==> src/rtl/eprd_pkg.sv <==
package eprd_pkg;

   typedef enum logic [1:0] {
      ST_IDLE   = 2'd0,
      ST_ACCESS = 2'd1,
      ST_FLOAT  = 2'd2
   } rd_state_e;

   // round a delay up to whole clock cycles
   function automatic int unsigned cyc_ceil(input int unsigned t_ps, input int unsigned clk_ps);
      return (t_ps + clk_ps - 1) / clk_ps;
   endfunction

   function automatic int unsigned max2(input int unsigned a, input int unsigned b);
      return (a > b) ? a : b;
   endfunction

endpackage

==> src/rtl/eprd_cycle_timer.sv <==
module eprd_cycle_timer #(
   parameter int unsigned CNT_W = 5
) (
   input  logic             clk_i,
   input  logic             rst_ni,
   input  logic             clr_i,
   input  logic             inc_i,
   output logic [CNT_W-1:0] cnt_o
);

   always_ff @(posedge clk_i or negedge rst_ni) begin
      if (!rst_ni)    cnt_o <= '0;
      else if (clr_i) cnt_o <= '0;
      else if (inc_i) cnt_o <= cnt_o + 1'b1;
   end

   // the phase counter is sized so that it never wraps inside a phase
   a_r4_timer_no_wrap: assert property (@(posedge clk_i) disable iff (!rst_ni)
      (inc_i && !clr_i) |-> (cnt_o != '1));

endmodule

==> src/rtl/eprd_ce_decode.sv <==
module eprd_ce_decode #(
   parameter int unsigned NUM_CHIPS = 2,
   parameter int unsigned CHIP_W    = 1
) (
   input  logic [CHIP_W-1:0]    chip_i,
   input  logic                 active_i,
   output logic [NUM_CHIPS-1:0] ce_no
);

   for (genvar g = 0; g < NUM_CHIPS; g++) begin : g_ce
      assign ce_no[g] = ~(active_i && (chip_i == CHIP_W'(g)));
   end

endmodule

==> src/rtl/eprd_read_seq.sv <==
module eprd_read_seq
   import eprd_pkg::*;
#(
   parameter int unsigned ADDR_W     = 15,
   parameter int unsigned DATA_W     = 8,
   parameter int unsigned CHIP_W     = 1,
   parameter int unsigned CNT_W      = 5,
   parameter int unsigned LEAD_CYC   = 10,
   parameter int unsigned SAMPLE_CYC = 18,
   parameter int unsigned DF_CYC     = 5
) (
   input  logic              clk_i,
   input  logic              rst_ni,
   input  logic              req_valid_i,
   input  logic [ADDR_W-1:0] req_addr_i,
   input  logic [CHIP_W-1:0] req_chip_i,
   output logic              req_ready_o,
   input  logic [CNT_W-1:0]  cnt_i,
   output logic              tmr_clr_o,
   output logic              tmr_inc_o,
   input  logic [DATA_W-1:0] mem_data_i,
   output logic [ADDR_W-1:0] addr_o,
   output logic [CHIP_W-1:0] chip_o,
   output logic              active_o,
   output logic              oe_no,
   output logic              rsp_valid_o,
   output logic [DATA_W-1:0] rsp_data_o
);

   rd_state_e state_q;
   logic      same_chip;
   logic      float_done;
   logic      sample_hit;
   logic      lead_hit;
   logic      oe_at_accept;
   logic      accept;

   assign same_chip  = (req_chip_i == chip_o);
   assign float_done = (state_q == ST_FLOAT) && (cnt_i == CNT_W'(DF_CYC - 1));
   assign sample_hit = (state_q == ST_ACCESS) && (cnt_i == CNT_W'(SAMPLE_CYC - 1));

   // output enable either goes low with the address or after a lead phase
   if (LEAD_CYC == 0) begin : g_oe_now
      assign oe_at_accept = 1'b1;
      assign lead_hit     = 1'b0;
   end else begin : g_oe_lead
      assign oe_at_accept = 1'b0;
      assign lead_hit     = (state_q == ST_ACCESS) && (cnt_i == CNT_W'(LEAD_CYC - 1));
   end

   assign req_ready_o = (state_q == ST_IDLE) ||
                        ((state_q == ST_FLOAT) && (same_chip || float_done));
   assign accept      = req_valid_i && req_ready_o;
   assign tmr_clr_o   = accept || sample_hit;
   assign tmr_inc_o   = (state_q != ST_IDLE);

   always_ff @(posedge clk_i or negedge rst_ni) begin
      if (!rst_ni) begin
         state_q     <= ST_IDLE;
         addr_o      <= '0;
         chip_o      <= '0;
         active_o    <= 1'b0;
         oe_no       <= 1'b1;
         rsp_valid_o <= 1'b0;
         rsp_data_o  <= '0;
      end else begin
         rsp_valid_o <= 1'b0;
         if (accept) begin
            state_q  <= ST_ACCESS;
            addr_o   <= req_addr_i;
            chip_o   <= req_chip_i;
            active_o <= 1'b1;
            oe_no    <= !oe_at_accept;
         end else begin
            unique case (state_q)
               ST_ACCESS: begin
                  if (sample_hit) begin
                     oe_no       <= 1'b1;
                     rsp_valid_o <= 1'b1;
                     rsp_data_o  <= mem_data_i;
                     state_q     <= ST_FLOAT;
                  end else if (lead_hit) begin
                     oe_no <= 1'b0;
                  end
               end
               ST_FLOAT: begin
                  if (float_done) begin
                     state_q  <= ST_IDLE;
                     active_o <= 1'b0;
                  end
               end
               default: ;
            endcase
         end
      end
   end

   // no request is taken while output enable is low
   a_r2_busy_not_ready: assert property (@(posedge clk_i) disable iff (!rst_ni)
      !oe_no |-> !req_ready_o);

   // the device is released only out of the float phase
   a_r8_release_after_float: assert property (@(posedge clk_i) disable iff (!rst_ni)
      $fell(active_o) |-> $past(state_q == ST_FLOAT) && oe_no);

endmodule

==> src/rtl/eprom_read_ctrl.sv <==
module eprom_read_ctrl
   import eprd_pkg::*;
#(
   parameter int unsigned ADDR_W        = 15,
   parameter int unsigned DATA_W        = 8,
   parameter int unsigned NUM_CHIPS     = 2,
   parameter int unsigned CLK_PERIOD_PS = 5000,
   parameter int unsigned T_ACC_PS      = 90000,
   parameter int unsigned T_OE_PS       = 40000,
   parameter int unsigned T_DF_PS       = 25000,
   localparam int unsigned SEL_W        = (NUM_CHIPS > 1) ? $clog2(NUM_CHIPS) : 0,
   localparam int unsigned REQ_W        = ADDR_W + SEL_W
) (
   input  logic                 clk_i,
   input  logic                 rst_ni,
   input  logic                 req_valid_i,
   output logic                 req_ready_o,
   input  logic [REQ_W-1:0]     req_addr_i,
   output logic                 rsp_valid_o,
   output logic [DATA_W-1:0]    rsp_data_o,
   output logic [ADDR_W-1:0]    mem_addr_o,
   output logic [NUM_CHIPS-1:0] mem_ce_no,
   output logic                 mem_oe_no,
   input  logic [DATA_W-1:0]    mem_data_i
);

   localparam int unsigned CHIP_W     = (SEL_W > 0) ? SEL_W : 1;
   localparam int unsigned ACC_CYC    = cyc_ceil(T_ACC_PS, CLK_PERIOD_PS);
   localparam int unsigned OE_CYC     = cyc_ceil(T_OE_PS, CLK_PERIOD_PS);
   localparam int unsigned DF_CYC     = cyc_ceil(T_DF_PS, CLK_PERIOD_PS);
   localparam int unsigned SAMPLE_CYC = max2(ACC_CYC, OE_CYC);
   localparam int unsigned LEAD_CYC   = SAMPLE_CYC - OE_CYC;
   localparam int unsigned CNT_W      = $clog2(max2(SAMPLE_CYC, DF_CYC) + 2);
   localparam int unsigned AGE_W      = $clog2(DF_CYC + 2);

   // parameter sanity
   initial begin : p_param_chk
      a_r10_params: assert (ADDR_W > 0 && DATA_W > 0 && NUM_CHIPS > 0 &&
                            CLK_PERIOD_PS > 0 && T_ACC_PS > 0 && T_OE_PS > 0 && T_DF_PS > 0 &&
                            (NUM_CHIPS & (NUM_CHIPS - 1)) == 0)
         else $error("eprom_read_ctrl: illegal parameter set");
   end

   logic [ADDR_W-1:0] req_byte;
   logic [CHIP_W-1:0] req_chip;
   logic [CHIP_W-1:0] chip_q;
   logic              active_q;
   logic [CNT_W-1:0]  cnt;
   logic              tmr_clr;
   logic              tmr_inc;

   assign req_byte = req_addr_i[ADDR_W-1:0];
   if (SEL_W > 0) begin : g_multi
      assign req_chip = req_addr_i[REQ_W-1:ADDR_W];
   end else begin : g_single
      assign req_chip = '0;
   end

   eprd_cycle_timer #(.CNT_W(CNT_W)) timer_i (
      .clk_i  (clk_i),
      .rst_ni (rst_ni),
      .clr_i  (tmr_clr),
      .inc_i  (tmr_inc),
      .cnt_o  (cnt)
   );

   eprd_read_seq #(
      .ADDR_W     (ADDR_W),
      .DATA_W     (DATA_W),
      .CHIP_W     (CHIP_W),
      .CNT_W      (CNT_W),
      .LEAD_CYC   (LEAD_CYC),
      .SAMPLE_CYC (SAMPLE_CYC),
      .DF_CYC     (DF_CYC)
   ) seq_i (
      .clk_i       (clk_i),
      .rst_ni      (rst_ni),
      .req_valid_i (req_valid_i),
      .req_addr_i  (req_byte),
      .req_chip_i  (req_chip),
      .req_ready_o (req_ready_o),
      .cnt_i       (cnt),
      .tmr_clr_o   (tmr_clr),
      .tmr_inc_o   (tmr_inc),
      .mem_data_i  (mem_data_i),
      .addr_o      (mem_addr_o),
      .chip_o      (chip_q),
      .active_o    (active_q),
      .oe_no       (mem_oe_no),
      .rsp_valid_o (rsp_valid_o),
      .rsp_data_o  (rsp_data_o)
   );

   eprd_ce_decode #(.NUM_CHIPS(NUM_CHIPS), .CHIP_W(CHIP_W)) dec_i (
      .chip_i   (chip_q),
      .active_i (active_q),
      .ce_no    (mem_ce_no)
   );

   // checker: cycles since output enable last rose, saturating
   logic             oe_prev_q;
   logic [AGE_W-1:0] float_age_q;
   always_ff @(posedge clk_i or negedge rst_ni) begin
      if (!rst_ni) begin
         oe_prev_q   <= 1'b1;
         float_age_q <= '1;
      end else begin
         oe_prev_q <= mem_oe_no;
         if (mem_oe_no && !oe_prev_q)  float_age_q <= AGE_W'(1);
         else if (float_age_q != '1)   float_age_q <= float_age_q + 1'b1;
      end
   end

   // never two devices selected
   a_r9_one_ce: assert property (@(posedge clk_i) disable iff (!rst_ni)
      $onehot0(~mem_ce_no));

   // address and selects frozen while the device drives the bus
   a_r5_addr_hold: assert property (@(posedge clk_i) disable iff (!rst_ni)
      (!mem_oe_no && $past(!mem_oe_no)) |-> ($stable(mem_addr_o) && $stable(mem_ce_no)));

   // response coincides with output enable rising
   a_r4_rsp_oe: assert property (@(posedge clk_i) disable iff (!rst_ni)
      rsp_valid_o |-> (mem_oe_no && $past(!mem_oe_no)));

   // response strobe lasts one cycle
   a_r4_single_pulse: assert property (@(posedge clk_i) disable iff (!rst_ni)
      rsp_valid_o |=> !rsp_valid_o);

   // no chip enable falls inside the float window
   a_r7_float_gap: assert property (@(posedge clk_i) disable iff (!rst_ni)
      (|(~mem_ce_no & $past(mem_ce_no))) |-> (float_age_q >= AGE_W'(DF_CYC)));

endmodule

==> config.mk <==
export PLATFORM = sky130hd
export DESIGN_NAME = eprom_read_ctrl
export DESIGN_NICKNAME = d
export VERILOG_FILES = /design/src/rtl/eprd_pkg.sv /design/src/rtl/eprd_cycle_timer.sv /design/src/rtl/eprd_ce_decode.sv /design/src/rtl/eprd_read_seq.sv /design/src/rtl/eprom_read_ctrl.sv
export SDC_FILE = /design/constraint.sdc
export NUM_CORES = 1
export LEC_CHECK = 0
export BUFFER_PORTS_ARGS = -buffer_cell sky130_fd_sc_hd__clkbuf_2
export CAP_MARGIN = 5
export CORE_MARGIN = 2
export CORE_UTILIZATION = 53
export DETAILED_ROUTE_END_ITERATION = 6
export PLACE_DENSITY = 0.87
export SYNTH_ARGS = -nofsm -noshare
export SYNTH_HDL_FRONTEND = slang
export SYNTH_SLANG_ARGS = --single-unit
export TNS_END_PERCENT = 20
==> constraint.sdc <==
create_clock -name clk_i -period 5.7 [get_ports clk_i]
set_input_delay 0.285 -clock clk_i [delete_from_list [all_inputs] [get_ports clk_i]]
set_output_delay 0.285 -clock clk_i [all_outputs]
set_load 0.02 [all_outputs]
==> results of run 1 <==
cell families after synthesis:
| kind of cell | count (synthesis) | synth area share |
|---|---|---|
| buffers and inverters | 10 | 0.0330 |
| xor gates and xnor gates | 5 | 0.0275 |
| muxes | 25 | 0.214 |
| DFF | 34 | 0.536 |
| AOI/OAI and AO/OA | 12 | 0.0661 |
| adders and majority gates | 7 | 0.0551 |
| and+or+nand+nor | 20 | 0.0685 |
metal layers:
layer	GRT usage	wire length, um
met1	0.236	1190
met2	0.313	1500
met3	0.0527	180
met4	0.0682	40
met5	0	0
worst max path at each step:
stage | slack (ps) | endpoint
after detailed placement | 3090 | seq_i.addr_o[13]$_DFFE_PN0P_
after global placement | 3220 | seq_i.addr_o[9]$_DFFE_PN0P_
after floorplan | 3800 | seq_i.addr_o[10]$_DFFE_PN0P_
after CTS | 3070 | seq_i.addr_o[13]$_DFFE_PN0P_
after global routing | 2870 | seq_i.addr_o[11]$_DFFE_PN0P_
final | 3110 | seq_i.addr_o[13]$_DFFE_PN0P_
cell usage in the layout, fill, tap and decap left out, drive strengths merged, types with 2 or more instances in the layout:
cell	instances
a221oi	2
clkbuf	60
dfrtp	33
ha	7
inv	8
mux2	24
nand2	3
nor2	8
o21ai	3
o221ai	2
or2	2
xnor2	2
xor2	3
power by group through the flow:
stage                     clock [mW]  sequential (mW)  combinational [mW]
after CTS                      0.141            0.245              0.0244
after global placement             0            0.250              0.0235
after detailed placement           0            0.250              0.0244
final                          0.136            0.245              0.0237
after global routing           0.153            0.246              0.0266
after floorplan                    0            0.254             0.00366
sequential cells by signal, summed over array words and instances (netlist names):
signal             count
seq_i.active_o         1
seq_i.chip_o           1
seq_i.state_q          2
timer_i.cnt_o          5
seq_i.rsp_valid_o      1
seq_i.rsp_data_o       8
seq_i.addr_o          15
seq_i.oe_no            1
critical path: stages (launching register included):
cell and delay [ps]:
dfrtp_1 410, inv_1 110, ha_1 280, and4bb_1 300
a221oi_4 110, nor2_2 910, mux2_4 360
area by class of cell:
cell class	instances	area share
Timing Repair Buffer	54	0.139
Multi-Input combinational cell	69	0.353
Inverter	8	0.0155
Sequential cell	34	0.439
Clock buffer	6	0.0264
Tap cell	31	0.0200
Clock inverter	2	0.00645
through the flow:
step	hold slack, ps	utilization	worst slack (ps)	total power [mW]
after detailed placement	412	0.669	3090	0.274
after floorplan	-10.6	-	3800	0.257
after CTS	48.2	0.692	3070	0.410
final	32.3	0.692	3110	0.405
after global placement	394	0.669	3220	0.273
after global routing	82.3	0.692	2870	0.425
==> qor.txt, run 1 <==
Area of the multi-input gates: 686 sq um
Yosys Warn Count: 0
Clock Power Share: 0.337
Leak pwr: 1.02 nW
Switching pwr: 0.0915 mW
Worst Tran Pin Value: 1190 ps
Worst Path Required: 5920 ps
Register bit total from synthesis: 34
# clock sinks: 34
Final WL: 2.91 mm
Syn-to-layout area delta: 22.0%
Mapped Area: 1590 sq um
Leading area contributor after synthesis: dfrtp_1
Cts hold-fix bufs: 0
Logic gate share of total power: 0.059
Setup TNS: 0 ps
Worst-path maximum fanout: 20
Clock Latency Late Sink: 320 ps
Status: finished with violations
Die W: 58.8 um
CTS Buffer Depth: 2
Register area: 852 sq um
Top cells by area, synth: dfrtp_1 (52%), mux2_4 (15%), mux2_2 (5.7%)
I/O pin cnt: 55
Die Span Y: 58.8 um
First-pass GRT wire length: 4.81 mm
Count of different cell masters after synthesis: 31
Max-Cap Viols: 0
DIE AREA: 3450 sq um
Vias in the first global route: 1108
Drt initial violations: 23
Port bufs: 54
Gr ovfl total: 0
Flop pwr share: 0.605
RSZ-0062 raised after global routing: no
GRT Util Overall: 0.189
RR Endpoint: seq_i.addr_o[13]$_DFFE_PN0P_
Final Cycle Share: 0.455
Final setup fails: 0
Slew margin rel.: 0.205
Root Buffer: clkbuf_4
Vias: 1042
WS Path Type: reg -> reg
Min Tclk post-route: 2590 ps
Mapped Avg Cell Area: 14.1 sq um
Crit. Startpoint: seq_i.state_q[0]$_DFFE_PN0P_
Cell count after placement: 196
ANT cells: 0
Sw frac: 0.226
Top cell type's share of synthesized area: 0.519
Synth Instances: 113
Post-DP HPWL: 2.29 mm
Internal Power: 0.314 mW
Routed Antenna Nets: 0
DR DRC count: 4
F_max: 386 MHz
Critical path data arrival time: 2810 ps
Worst Clk Skew: 3.75 ps
Dominant synthesized flop cell: dfrtp_1
Number of fillers in the final layout: 218
Most common cell in the netlist: dfrtp_1
Total CTS buffers: 5
Fin cells: 204
Drt pass-1 iters: 6
Async S/R FF share, synth: 1.00
Top post-synthesis cells by count: dfrtp_1 (33), mux2_4 (16), inv_1 (8), mux2_2 (8)
Initial core utilization: 0.567
IR drop worst, VDD: 0.000150 V
H-tree depth: 2
Layout cells sized above 1: 0.520
Startpoint types: flop
Slew Limit Fails: 0
DP Area: 1880 sq um
Post-DR vias/cell: 5.11
Largest net degree at the start of global routing: 35
PwrDens: 209 nW/um^2
Worst-case reg-to-reg path depth: 6
CTS resizes: 0
TritonCTS clock tree: done
Number of core rows: 19
Net Count, Synth: 147
DR WL/cell: 14.3 um
Final instance area: 1940 sq um
Setup repair bufs after CTS: 0
Final hold vios: 0
Number of synthesized flops with an enable pin: 0
Failing checks: DRC
Fin nets: 206
FF-to-FF Start: seq_i.state_q[0]$_DFFE_PN0P_
Core Region: 2810 sq um
Worst min-delay path category: in -> async
Clock slew at reported path FFs: 100 ps
Antenna violations before repair: 0
Register area share after synthesis: 0.536
Worst setup EP type: flop
Reg2reg setup slack: 3110 ps
Global placement routability congestion: 0.764
Power figures use the tool's default switching activity.
==> inputs of run 2 (changes only) <==
- CORE_UTILIZATION: 53 -> 49
- PLACE_DENSITY: 0.87 -> 0.81
- clock period: 5.7 -> 2.5 ns (I/O delays scaled with it)
==> run 2 against run 1 <==
The flow now finishes without violations. Sequential power up 130%. Core utilization down 3.0 points. Clock skew up 2.3 ps. Non-clock buffer count up 6. Hold slack worse by 25 ps.
==> qor.txt, run 2 (synthesized netlist as in run 1, its figures left out) <==
Worst-case reg-to-reg path depth: 6 (unchanged)
Clock Latency Late Sink: 340 ps (+20 ps)
Crit path buf inv count: 1 (unchanged)
TritonCTS clock tree: done
Number of core rows: 20 (+1)
Core Region: 3080 sq um (+9.7%)
Worst Path Required: 2730 ps (-3190 ps)
Register area: 852 sq um (unchanged)
Global placement routability congestion: 0.746 (-2.4%)
Crit path depth: 6 (unchanged)
Setup repair bufs after CTS: 0 (unchanged)
Post-DR vias/cell: 5.00 (-2.0%)
CTS Buffer Depth: 2 (unchanged)
F_max: 463 MHz (+20%)
Worst setup EP type: flop
Worst path slowest cell: nor2_4
Critical Path End: seq_i.addr_o[1]$_DFFE_PN0P_
IR drop worst, VDD: 0.000398 V (+160%)
Post-DP HPWL: 2.26 mm (-1.0%)
Worst Tran Pin Value: 792 ps (-399 ps)
Clock slew at reported path FFs: 100 ps (about the same)
Worst Clk Skew: 6.09 ps (+2.34 ps)
Drt pass-1 iters: 4 (-2)
Final instance area: 2040 sq um (+5.0%)
Initial core utilization: 0.517 (-0.0502)
Vias: 1111 (+6.6%)
DR DRC count: 0 (-4)
FF-to-FF Start: seq_i.state_q[0]$_DFFE_PN0P_
Routed Antenna Nets: 0 (unchanged)
H-tree depth: 2 (unchanged)
First-pass GRT wire length: 4.97 mm (+3.4%)
Most flops, register: seq_i.addr_o
Worst-path maximum fanout: 20 (unchanged)
DR WL/cell: 13.9 um (-2.6%)
Drt initial violations: 20 (-13%)
Final setup fails: 0 (unchanged)
Layout cells sized above 1: 0.506 (-0.0146)
Worst path max stage delay: 570 ps (-340 ps)
Status: complete, no violations
Largest net degree at the start of global routing: 35 (unchanged)
Vias in the first global route: 1101 (-0.63%)
WS Path Type: reg -> reg
Root Buffer: clkbuf_4
Max-Cap Viols: 0 (unchanged)
DP Area: 1900 sq um (+1.3%)
Antenna violations before repair: 0 (unchanged)
Startpoint types: flop
Commonest non-fill, non-tap cell in the layout: clkbuf_2
Die W: 61.0 um (+3.7%)
RSZ-0062 raised after global routing: no
Total CTS buffers: 5 (unchanged)
Min Tclk post-route: 2160 ps (-431 ps)
Final hold vios: 0 (unchanged)
Area of the multi-input gates: 691 sq um (+0.73%)
Gr ovfl total: 0 (unchanged)
ANT cells: 0 (unchanged)
Setup TNS: 0 ps (unchanged)
Critical path data arrival time: 2390 ps (-420 ps)
Port bufs: 54 (unchanged)
Crit. Startpoint: seq_i.state_q[0]$_DFFE_PN0P_
Delay-heaviest family, CP: simple AND/OR/NAND/NOR gates
Leak pwr: 1.06 nW (+3.6%)
DIE AREA: 3720 sq um (+7.6%)
Number of fillers in the final layout: 258 (+18%)
Die Span Y: 61.0 um (+3.7%)
CP cell instances: inv_1 > ha_1 > and4bb_1 > a221oi_4 > nor2_4 > mux2_4
Highest-count cells in the layout ignoring fill and taps: clkbuf_2 (54), dfrtp_1 (33), mux2_4 (16)
RR Endpoint: seq_i.addr_o[1]$_DFFE_PN0P_
Final WL: 3.08 mm (+6.0%)
PwrDens: 505 nW/um^2 (+140%)
Syn-to-layout area delta: 28.1%
Reg2reg setup slack: 340 ps (-2770 ps)
# clock sinks: 34 (unchanged)
GRT Util Overall: 0.193 (+0.00477)
I/O pin cnt: 55 (unchanged)
Worst min-delay path category: in -> reg
Largest registers: seq_i.addr_o (15), seq_i.rsp_data_o (8), timer_i.cnt_o (5)
Slew margin rel.: 0.472 (+0.267)
Max FFs per register: 15 (unchanged)
Final Cycle Share: 0.864 (+0.410)
Slew Limit Fails: 0 (unchanged)
Fin nets: 212 (+2.9%)
==> run 2: changes by cell type in the layout (fill, tap and decap cells not counted), sizes merged <==
cell         change
dlygate4sd3      +5
buf              +1
bufinv           +1
clkinv           -1
clkinvlp         -1
==> run 2: how the worst min path moves through the flow <==
stage | from | end | slack, ps | cells after the start
finish | req_addr_i[6] | seq_i.addr_o[6]$_DFFE_PN0P_ | 8 | 2
global placement | rst_ni | seq_i.rsp_data_o[2]$_DFFE_PN0P_ | 240 | 1
CTS | req_addr_i[6] | seq_i.addr_o[6]$_DFFE_PN0P_ | 2 | 2
global route | req_addr_i[10] | seq_i.addr_o[10]$_DFFE_PN0P_ | 2 | 2
detailed placement | rst_ni | seq_i.rsp_data_o[0]$_DFFE_PN0P_ | 250 | 1
floorplan | rst_ni | seq_i.active_o$_DFFE_PN0P_ | -170 | 0
==> run 2: report_power, final <==
| part | internal (mW) | switching, mW |
|---|---|---|
| clock | 0.233 | 0.176 |
| sequential | 0.556 | 0.00315 |
| combinational | 0.0295 | 0.0309 |
==> run 2: per-layer routing <==
| layer | GRT usage | part of all wire | up-vias |
|---|---|---|---|
| met1 | 0.224 | 0.40 | 537 |
| met4 | 0.112 | 0.021 | 0 |
| met2 | 0.321 | 0.51 | 47 |
| met3 | 0.0533 | 0.068 | 8 |
| li1 | - | - | 519 |
| met5 | 0 | 0 | - |
==> run 2: per-stage QoR <==
stage               cells  utilization  power [mW]  hold slack, ps  worst slack [ps]
floorplan             113            -       0.587            -171               599
global placement      210        0.617       0.623             240               118
detailed placement    210        0.617       0.626             249             -2.39
CTS                   218        0.649        1.03            2.20               335
global route          222        0.662        1.07            2.25               223
finish                222        0.662        1.03            7.62               340
==> run 2: final cells by class <==
class                      count  share of cell area
clock buffer                   6              0.0252
clock inverter                 1              0.0147
inverter                       8              0.0147
multi-input combinational     69               0.339
sequential                    34               0.418
tap                           44              0.0270
timing repair buffer          60               0.161
==> run 2: what timing repair did <==
item                                   4_1_cts  5_1_grt
hold buffers                                 1        4
setup endpoints to repair                   16        0
endpoints found under the hold margin       33        4
resized for setup                            1        0
